===== config.mk =====
export PLATFORM = sky130hd
export DESIGN_NAME = psram_cfg_seq
export DESIGN_NICKNAME = d
export VERILOG_FILES = /design/src/rtl/psram_cfg_pkg.sv /design/src/rtl/cfg_req_bank.sv /design/src/rtl/cfg_hold_reg.sv /design/src/rtl/cfg_bus_fsm.sv /design/src/rtl/psram_cfg_seq.sv
export SDC_FILE = /design/constraint.sdc
export NUM_CORES = 1
export LEC_CHECK = 0
export ABC_AREA = 1
export CELL_PAD_IN_SITES_DETAIL_PLACEMENT = 1
export CELL_PAD_IN_SITES_GLOBAL_PLACEMENT = 2
export CORE_ASPECT_RATIO = 1.4
export CORE_UTILIZATION = 22
export DETAILED_ROUTE_END_ITERATION = 8
export PLACE_DENSITY_LB_ADDON = 0.1
export SLEW_MARGIN = 20
export SYNTH_ARGS = -nofsm -noshare
export SYNTH_HDL_FRONTEND = slang
export SYNTH_SLANG_ARGS = --single-unit

===== constraint.sdc =====
create_clock -name clk -period 2 [get_ports clk]
set_input_delay 0.3 -clock clk [delete_from_list [all_inputs] [get_ports clk]]
set_output_delay 0.3 -clock clk [all_outputs]
set_load 0.01 [all_outputs]

===== src/rtl/psram_cfg_pkg.sv =====
package psram_cfg_pkg;
  typedef enum logic [2:0] {
    PH_IDLE = 3'd0,
    PH_ADDR = 3'd1,
    PH_TURN = 3'd2,
    PH_DATA = 3'd3,
    PH_REL  = 3'd4
  } cfg_phase_e;

  typedef enum logic {
    DIR_WR = 1'b0,
    DIR_RD = 1'b1
  } cfg_dir_e;
endpackage


===== src/rtl/cfg_req_bank.sv =====
module cfg_req_bank
  import psram_cfg_pkg::*;
#(
  parameter int NUM_SLOTS = 4,
  localparam int SLOT_W = (NUM_SLOTS > 1) ? $clog2(NUM_SLOTS) : 1
) (
  input  logic                 clk,
  input  logic                 rst,
  input  logic                 mode_i,
  input  logic [NUM_SLOTS-1:0] wr_set_i,
  input  logic [NUM_SLOTS-1:0] rd_set_i,
  input  logic                 clr_valid_i,
  input  logic [SLOT_W-1:0]    clr_slot_i,
  input  cfg_dir_e             clr_dir_i,
  output logic [NUM_SLOTS-1:0] wr_pend_o,
  output logic [NUM_SLOTS-1:0] rd_pend_o,
  output logic                 pick_valid_o,
  output logic [SLOT_W-1:0]    pick_slot_o,
  output cfg_dir_e             pick_dir_o
);

  for (genvar g = 0; g < NUM_SLOTS; g++) begin : g_slot
    localparam logic [SLOT_W-1:0] IDX = SLOT_W'(g);
    logic clr_here;
    assign clr_here = clr_valid_i && (clr_slot_i == IDX);

    always_ff @(posedge clk) begin
      if (rst) begin
        wr_pend_o[g] <= 1'b0;
        rd_pend_o[g] <= 1'b0;
      end else begin
        if (clr_here && clr_dir_i == DIR_WR) wr_pend_o[g] <= 1'b0;
        if (clr_here && clr_dir_i == DIR_RD) rd_pend_o[g] <= 1'b0;
        if (mode_i && wr_set_i[g]) wr_pend_o[g] <= 1'b1;
        if (mode_i && rd_set_i[g]) rd_pend_o[g] <= 1'b1;
      end
    end
  end

  // lowest slot wins; write before read inside a slot
  always_comb begin
    pick_valid_o = 1'b0;
    pick_slot_o  = '0;
    pick_dir_o   = DIR_WR;
    for (int i = NUM_SLOTS - 1; i >= 0; i--) begin
      if (wr_pend_o[i] || rd_pend_o[i]) begin
        pick_valid_o = 1'b1;
        pick_slot_o  = SLOT_W'(i);
        pick_dir_o   = wr_pend_o[i] ? DIR_WR : DIR_RD;
      end
    end
  end

  assert_mode_gate_R2: assert property (@(posedge clk) disable iff (rst)
    !mode_i |=> (((wr_pend_o & ~$past(wr_pend_o)) == '0) &&
                 ((rd_pend_o & ~$past(rd_pend_o)) == '0)));

  assert_clear_on_finish_R8: assert property (@(posedge clk) disable iff (rst)
    (clr_valid_i && clr_dir_i == DIR_WR && !(mode_i && wr_set_i[clr_slot_i]))
      |=> !wr_pend_o[$past(clr_slot_i)]);

endmodule


===== src/rtl/cfg_hold_reg.sv =====
module cfg_hold_reg #(
  parameter int DATA_W = 16
) (
  input  logic              clk,
  input  logic              rst,
  input  logic              wr_en_i,
  input  logic [DATA_W-1:0] wr_data_i,
  input  logic              busy_i,
  input  logic              cap_i,
  input  logic [DATA_W-1:0] cap_data_i,
  output logic [DATA_W-1:0] q_o
);

  always_ff @(posedge clk) begin
    if (rst) begin
      q_o <= '0;
    end else if (cap_i) begin
      q_o <= cap_data_i;
    end else if (wr_en_i && !busy_i) begin
      q_o <= wr_data_i;
    end
  end

  assert_frozen_while_busy_R12: assert property (@(posedge clk) disable iff (rst)
    (busy_i && !cap_i) |=> $stable(q_o));

  assert_capture_value_R7: assert property (@(posedge clk) disable iff (rst)
    cap_i |=> (q_o == $past(cap_data_i)));

endmodule


===== src/rtl/cfg_bus_fsm.sv =====
module cfg_bus_fsm
  import psram_cfg_pkg::*;
#(
  parameter int                NUM_SLOTS = 4,
  parameter int                DATA_W    = 16,
  parameter int                DATA_CYC  = 2,
  parameter logic [DATA_W-1:0] CFG_ADDR  = 16'h0080,
  localparam int SLOT_W = (NUM_SLOTS > 1) ? $clog2(NUM_SLOTS) : 1,
  localparam int CNT_W  = (DATA_CYC > 1) ? $clog2(DATA_CYC) : 1
) (
  input  logic                 clk,
  input  logic                 rst,
  input  logic                 pick_valid_i,
  input  logic [SLOT_W-1:0]    pick_slot_i,
  input  cfg_dir_e             pick_dir_i,
  input  logic [DATA_W-1:0]    hold_i,
  output cfg_phase_e           phase_o,
  output logic                 fin_o,
  output logic [SLOT_W-1:0]    fin_slot_o,
  output cfg_dir_e             fin_dir_o,
  output logic                 done_o,
  output logic [DATA_W-1:0]    bus_ad_o,
  output logic                 bus_ad_oe_o,
  output logic                 bus_ale_o,
  output logic                 bus_rd_n_o,
  output logic                 bus_wr_n_o,
  output logic [NUM_SLOTS-1:0] bus_cs_n_o,
  output logic                 bus_cre_o
);

  cfg_phase_e          st_q, st_n;
  logic [SLOT_W-1:0]   slot_q, slot_n;
  cfg_dir_e            dir_q, dir_n;
  logic [CNT_W-1:0]    cnt_q, cnt_n;
  logic                act_n;

  always_comb begin
    st_n   = st_q;
    slot_n = slot_q;
    dir_n  = dir_q;
    cnt_n  = cnt_q;
    fin_o  = 1'b0;
    unique case (st_q)
      PH_IDLE: if (pick_valid_i) begin
        st_n   = PH_ADDR;
        slot_n = pick_slot_i;
        dir_n  = pick_dir_i;
      end
      PH_ADDR: st_n = PH_TURN;
      PH_TURN: begin
        st_n  = PH_DATA;
        cnt_n = '0;
      end
      PH_DATA: begin
        if (cnt_q == CNT_W'(DATA_CYC - 1)) begin
          st_n  = PH_REL;
          fin_o = 1'b1;
        end else begin
          cnt_n = cnt_q + 1'b1;
        end
      end
      PH_REL:  st_n = PH_IDLE;
      default: st_n = PH_IDLE;
    endcase
  end

  assign act_n      = (st_n == PH_ADDR) || (st_n == PH_TURN) || (st_n == PH_DATA);
  assign phase_o    = st_q;
  assign fin_slot_o = slot_q;
  assign fin_dir_o  = dir_q;

  always_ff @(posedge clk) begin
    if (rst) begin
      st_q        <= PH_IDLE;
      slot_q      <= '0;
      dir_q       <= DIR_WR;
      cnt_q       <= '0;
      done_o      <= 1'b0;
      bus_ad_o    <= '0;
      bus_ad_oe_o <= 1'b0;
      bus_ale_o   <= 1'b0;
      bus_rd_n_o  <= 1'b1;
      bus_wr_n_o  <= 1'b1;
      bus_cre_o   <= 1'b0;
    end else begin
      st_q        <= st_n;
      slot_q      <= slot_n;
      dir_q       <= dir_n;
      cnt_q       <= cnt_n;
      done_o      <= fin_o;
      bus_cre_o   <= act_n;
      bus_ale_o   <= (st_n == PH_ADDR);
      bus_ad_oe_o <= (st_n == PH_ADDR) || (st_n == PH_DATA && dir_n == DIR_WR);
      bus_wr_n_o  <= !(st_n == PH_DATA && dir_n == DIR_WR);
      bus_rd_n_o  <= !(st_n == PH_DATA && dir_n == DIR_RD);
      if (st_n == PH_ADDR)
        bus_ad_o <= CFG_ADDR;
      else if (st_n == PH_DATA && dir_n == DIR_WR)
        bus_ad_o <= hold_i;
      else
        bus_ad_o <= '0;
    end
  end

  for (genvar g = 0; g < NUM_SLOTS; g++) begin : g_cs
    localparam logic [SLOT_W-1:0] IDX = SLOT_W'(g);
    always_ff @(posedge clk) begin
      if (rst) bus_cs_n_o[g] <= 1'b1;
      else     bus_cs_n_o[g] <= !(act_n && slot_n == IDX);
    end
  end

  assert_single_cs_R3: assert property (@(posedge clk) disable iff (rst)
    $onehot0(~bus_cs_n_o));

  assert_cre_tracks_cs_R4: assert property (@(posedge clk) disable iff (rst)
    bus_cre_o == (bus_cs_n_o != '1));

  assert_turnaround_after_ale_R5: assert property (@(posedge clk) disable iff (rst)
    bus_ale_o |=> (!bus_ale_o && !bus_ad_oe_o && bus_cre_o && bus_rd_n_o && bus_wr_n_o));

  assert_strobes_exclusive_R5: assert property (@(posedge clk) disable iff (rst)
    !(!bus_rd_n_o && !bus_wr_n_o));

  assert_done_in_release_R8: assert property (@(posedge clk) disable iff (rst)
    done_o |-> (bus_cs_n_o == '1 && !bus_cre_o && bus_rd_n_o && bus_wr_n_o));

endmodule


===== src/rtl/psram_cfg_seq.sv =====
module psram_cfg_seq
  import psram_cfg_pkg::*;
#(
  parameter int                NUM_SLOTS = 4,
  parameter int                DATA_W    = 16,
  parameter int                DATA_CYC  = 2,
  parameter logic [DATA_W-1:0] CFG_ADDR  = 16'h0080
) (
  input  logic                 clk,
  input  logic                 rst,
  input  logic                 mux_mode_i,
  input  logic                 hold_we_i,
  input  logic [DATA_W-1:0]    hold_wdata_i,
  output logic [DATA_W-1:0]    hold_o,
  input  logic [NUM_SLOTS-1:0] wr_req_set_i,
  input  logic [NUM_SLOTS-1:0] rd_req_set_i,
  output logic [NUM_SLOTS-1:0] wr_pend_o,
  output logic [NUM_SLOTS-1:0] rd_pend_o,
  output logic                 busy_o,
  output logic                 done_o,
  input  logic                 sys_req_i,
  output logic                 sys_gnt_o,
  output logic [DATA_W-1:0]    bus_ad_o,
  output logic                 bus_ad_oe_o,
  input  logic [DATA_W-1:0]    bus_ad_i,
  output logic                 bus_ale_o,
  output logic                 bus_rd_n_o,
  output logic                 bus_wr_n_o,
  output logic [NUM_SLOTS-1:0] bus_cs_n_o,
  output logic                 bus_cre_o
);

  localparam int SLOT_W = (NUM_SLOTS > 1) ? $clog2(NUM_SLOTS) : 1;

  logic              pick_valid;
  logic [SLOT_W-1:0] pick_slot;
  cfg_dir_e          pick_dir;
  logic              fin;
  logic [SLOT_W-1:0] fin_slot;
  cfg_dir_e          fin_dir;
  cfg_phase_e        phase;

  cfg_req_bank #(.NUM_SLOTS(NUM_SLOTS)) u_req (
    .clk          (clk),
    .rst          (rst),
    .mode_i       (mux_mode_i),
    .wr_set_i     (wr_req_set_i),
    .rd_set_i     (rd_req_set_i),
    .clr_valid_i  (fin),
    .clr_slot_i   (fin_slot),
    .clr_dir_i    (fin_dir),
    .wr_pend_o    (wr_pend_o),
    .rd_pend_o    (rd_pend_o),
    .pick_valid_o (pick_valid),
    .pick_slot_o  (pick_slot),
    .pick_dir_o   (pick_dir)
  );

  cfg_bus_fsm #(
    .NUM_SLOTS (NUM_SLOTS),
    .DATA_W    (DATA_W),
    .DATA_CYC  (DATA_CYC),
    .CFG_ADDR  (CFG_ADDR)
  ) u_fsm (
    .clk          (clk),
    .rst          (rst),
    .pick_valid_i (pick_valid),
    .pick_slot_i  (pick_slot),
    .pick_dir_i   (pick_dir),
    .hold_i       (hold_o),
    .phase_o      (phase),
    .fin_o        (fin),
    .fin_slot_o   (fin_slot),
    .fin_dir_o    (fin_dir),
    .done_o       (done_o),
    .bus_ad_o     (bus_ad_o),
    .bus_ad_oe_o  (bus_ad_oe_o),
    .bus_ale_o    (bus_ale_o),
    .bus_rd_n_o   (bus_rd_n_o),
    .bus_wr_n_o   (bus_wr_n_o),
    .bus_cs_n_o   (bus_cs_n_o),
    .bus_cre_o    (bus_cre_o)
  );

  cfg_hold_reg #(.DATA_W(DATA_W)) u_hold (
    .clk        (clk),
    .rst        (rst),
    .wr_en_i    (hold_we_i),
    .wr_data_i  (hold_wdata_i),
    .busy_i     (busy_o),
    .cap_i      (fin && fin_dir == DIR_RD),
    .cap_data_i (bus_ad_i),
    .q_o        (hold_o)
  );

  assign busy_o    = (phase != PH_IDLE) || (|wr_pend_o) || (|rd_pend_o);
  assign sys_gnt_o = sys_req_i && !busy_o;

  assert_busy_while_cs_R10: assert property (@(posedge clk) disable iff (rst)
    (bus_cs_n_o != '1) |-> busy_o);

  assert_no_grant_on_bus_R11: assert property (@(posedge clk) disable iff (rst)
    bus_cre_o |-> !sys_gnt_o);

endmodule


==> impl_metrics.tcl <==
set metrics [dict create \
    clkLatencyLatePin_ns 0.33 \
    status "finished clean" \
    start_util_pct 22.7 \
    ff2ff_setup_slack_ns 0.33 \
    dpl.hpwl_mm 5.49 \
    nFillCells 1214 \
    wl_met2_mm 3.90 \
    ys_seq_elements 57 \
    yosysMostFrequentCell "nor2_1" \
    p_leak_nw 1.51 \
    firstDrtPassIters 6 \
    cp_data_required_time_ns 1.70 \
    vias 2296 \
    critPathMaxFanout 5 \
    synth_commonest_cells "nor2_1 (58), dfxtp_1 (57), nand2_1 (54), inv_1 (31)" \
    dieHeight_um 121 \
    synth_edf_count 0 \
    synth_compound_area_share_pct 9.26 \
    grt_overflow 0 \
    tightestPinTransition_ns 0.467 \
    n_antenna_cell 0 \
    skew_ns 0.00638 \
    synth_top_area_share_pct 50.9 \
    root_buffer "clkbuf_16" \
    top_layer "met4" \
    syn-num-nets 347 \
    clock-sinks 57 \
    grt_max_degree 21 \
    wl_met3_um 313 \
    reg2reg_depth 9 \
    cts_hold_buf 0 \
    crit_type "reg -> out" \
    end_kind "output port" \
    detail-route-antenna-nets 0 \
    ys_types 22 \
    holdCritStartpoint "u_hold.q_o[14]$_SDFFE_PP0P_" \
    synth-simple-area-share_pct 31.2 \
    synth_seq_area_share_pct 50.9 \
    die_area_mm2 0.0106 \
    die_w_um 87.3 \
    tns_ns 0 \
    placed_cells 529 \
    yosys_warnings 0 \
    setup_violations 0 \
    rsz0062_at_grt "false" \
    p_per_area_mw_per_mm2 948 \
    gp_congestion 0.723 \
    clk_pin_slew_ns 0.05 \
    holdPathStages 2 \
    cts_buffers 9 \
    fin_crit_ns 1.83 \
    wl_met1_mm 2.84 \
    timing.slew.headroom_pct 68.5 \
    wirelength_mm 7.24 \
    maxSlewViolCount 0 \
    postSynthCellCount 302 \
    fp.coreArea_mm2 0.00990 \
    cts_max_level 3 \
    synth_area_per_cell_um2 7.43 \
    vias_per_cell 4.20 \
    synth.area.mux_share_pct 0 \
    grt_usage_pct 15.1 \
    r2r_start "u_req.wr_pend_o[0]$_SDFFE_PP0P_" \
    antenna_found_initial 0 \
    drive_gt1_share_pct 10.2 \
    finalCritPeriodShare_pct 91.4 \
    clk_path_buf_depth 2 \
    netlist_area_mm2 0.00224 \
    synth-xor-area-share_pct 0 \
    wl_per_cell_um 13.2 \
    arrival_ns 1.53 \
    syn_to_final_growth_pct 64.0 \
    synthAdderAreaFrac_pct 0 \
    start_kind "flip-flop" \
    drt-initial-drc-count 54 \
    cts_tree "built" \
    numPortBuffers 96 \
    drc 0 \
    fp-row-count 43 \
    synthFlopType "dfxtp_1" \
    hold_viol_final 0 \
    ir_drop_v 0.000458 \
    synth_top_family_by_area "simple AND/OR/NAND/NOR gates" \
    grt_pass1_vias 2394 \
    synthTopCellsByArea "dfxtp_1 (51%), nor2_1 (9.7%), nand2_1 (9.0%)" \
    synth_largest_area_cell "dfxtp_1" \
    r2r-end "u_fsm.bus_ad_oe_o$_SDFF_PP0_" \
    final_cell_count_no_fill 547 \
    max_freq_mhz 547 \
    ios 97 \
    hold_path.class "reg -> reg" \
    grt_pass1_wl_mm 11.7 \
    final_core_util_pct 37.2 \
    finalNetCount 452 \
    maxCapViolCount 0 \
    hold_path_end "u_fsm.bus_ad_o[14]$_SDFF_PP0_" \
    async_flop_share_pct 0 \
]
==> cells in the final DEF (no fill, tap or decap), drive strengths merged <==
cell type	n
nor2	65
nand2	58
buf	10
clkdlybuf4s50	94
inv	35
clkbuf	13
nor4	2
bufinv	1
clkinv	2
o21ai	30
nand3	29
or2	1
a21oi	10
dlygate4sd2	1
o21bai	1
dlymetal6s2s	1
dfxtp	57
nor3	2
==> timing repair <==
| action | 4_1_cts | 5_1_grt |
|---|---|---|
| pin swaps | 2 | 0 |
| setup buffers | 2 | 0 |
| hold endpoints to repair | 0 | 0 |
| gates resized for setup | 2 | 1 |
| cloned | 0 | 0 |
| setup endpoints to repair | 2 | 1 |
==> critical path, stage by stage, from the launching register on <==
cell	delay, ns
dfxtp_1	0.34
nor2_2	0.15
nand2_1	0.12
nor2_4	0.13
nand2_1	0.08
nor2_1	0.10
dlygate4sd2_1	0.27
==> layer usage <==
metal	GRT usage [%]	vias up
li1	-	1157
met3	3.40	12
met1	14.8	1069
met4	8.61	0
met2	28.4	58
met5	0	-
==> power by group <==
group | leakage, nW | internal (W) | switching, W
sequential | 0.465 | 0.00123 | 0.0000588
combinational | 0.899 | 0.000322 | 0.000367
clock | 0.144 | 0.000993 | 0.000513
==> metrics by stage <==
| step | cell area (um^2) | total power (W) | setup WS, ns | hold slack, ns |
|---|---|---|---|---|
| floorplan | 2240 | 0.00165 | 0.553 | 0.440 |
| global placement | 3370 | 0.00201 | 0.186 | 0.429 |
| detailed placement | 3370 | 0.00202 | 0.171 | 0.434 |
| CTS | 3680 | 0.00356 | 0.0218 | 0.439 |
| global route | 3680 | 0.00367 | 0.0900 | 0.466 |
| finish | 3680 | 0.00349 | 0.171 | 0.433 |
==> flip-flops by register name, summed over array words and instances, names as in the netlist, 2 cells and up <==
signal and flops:
u_fsm.phase_o 3, u_req.rd_pend_o 4, u_req.wr_pend_o 4, u_fsm.bus_cs_n_o 4, u_fsm.fin_slot_o 2, u_fsm.bus_ad_o 16, u_hold.q_o 16
==> kinds of logic after synthesis <==
kind of cell | count (synthesis)
AND/OR/NAND/NOR | 157
flip-flops | 57
buffers and inverters | 47
AO/OA/AOI/OAI | 41
==> worst max-delay path by stage <==
stage,from,to,slack (ns),cells past startpoint
4_1_cts,u_req.wr_pend_o[0]$_SDFFE_PP0P_,busy_o,0.02,5
2_1_floorplan,u_req.wr_pend_o[2]$_SDFFE_PP0P_,u_fsm.bus_ad_o[10]$_SDFF_PP0_,0.55,9
5_1_grt,u_req.wr_pend_o[0]$_SDFFE_PP0P_,sys_gnt_o,0.09,6
3_5_place_dp,u_req.wr_pend_o[0]$_SDFFE_PP0P_,sys_gnt_o,0.17,6
6_report,u_req.wr_pend_o[0]$_SDFFE_PP0P_,sys_gnt_o,0.17,6
3_3_place_gp,u_req.wr_pend_o[2]$_SDFFE_PP0P_,sys_gnt_o,0.19,6
==> layout make-up <==
cell class | instances | area [um^2] | share of cell area [%]
sequential | 57 | 1140 | 31.0
tap | 135 | 169 | 4.59
multi-input combinational | 198 | 910 | 24.7
clock buffer | 13 | 250 | 6.80
inverter | 35 | 131 | 3.57
timing repair buffer | 106 | 1040 | 28.2
clock inverter | 3 | 40.0 | 1.09
Note: power is estimated with default switching activity, not from simulation.
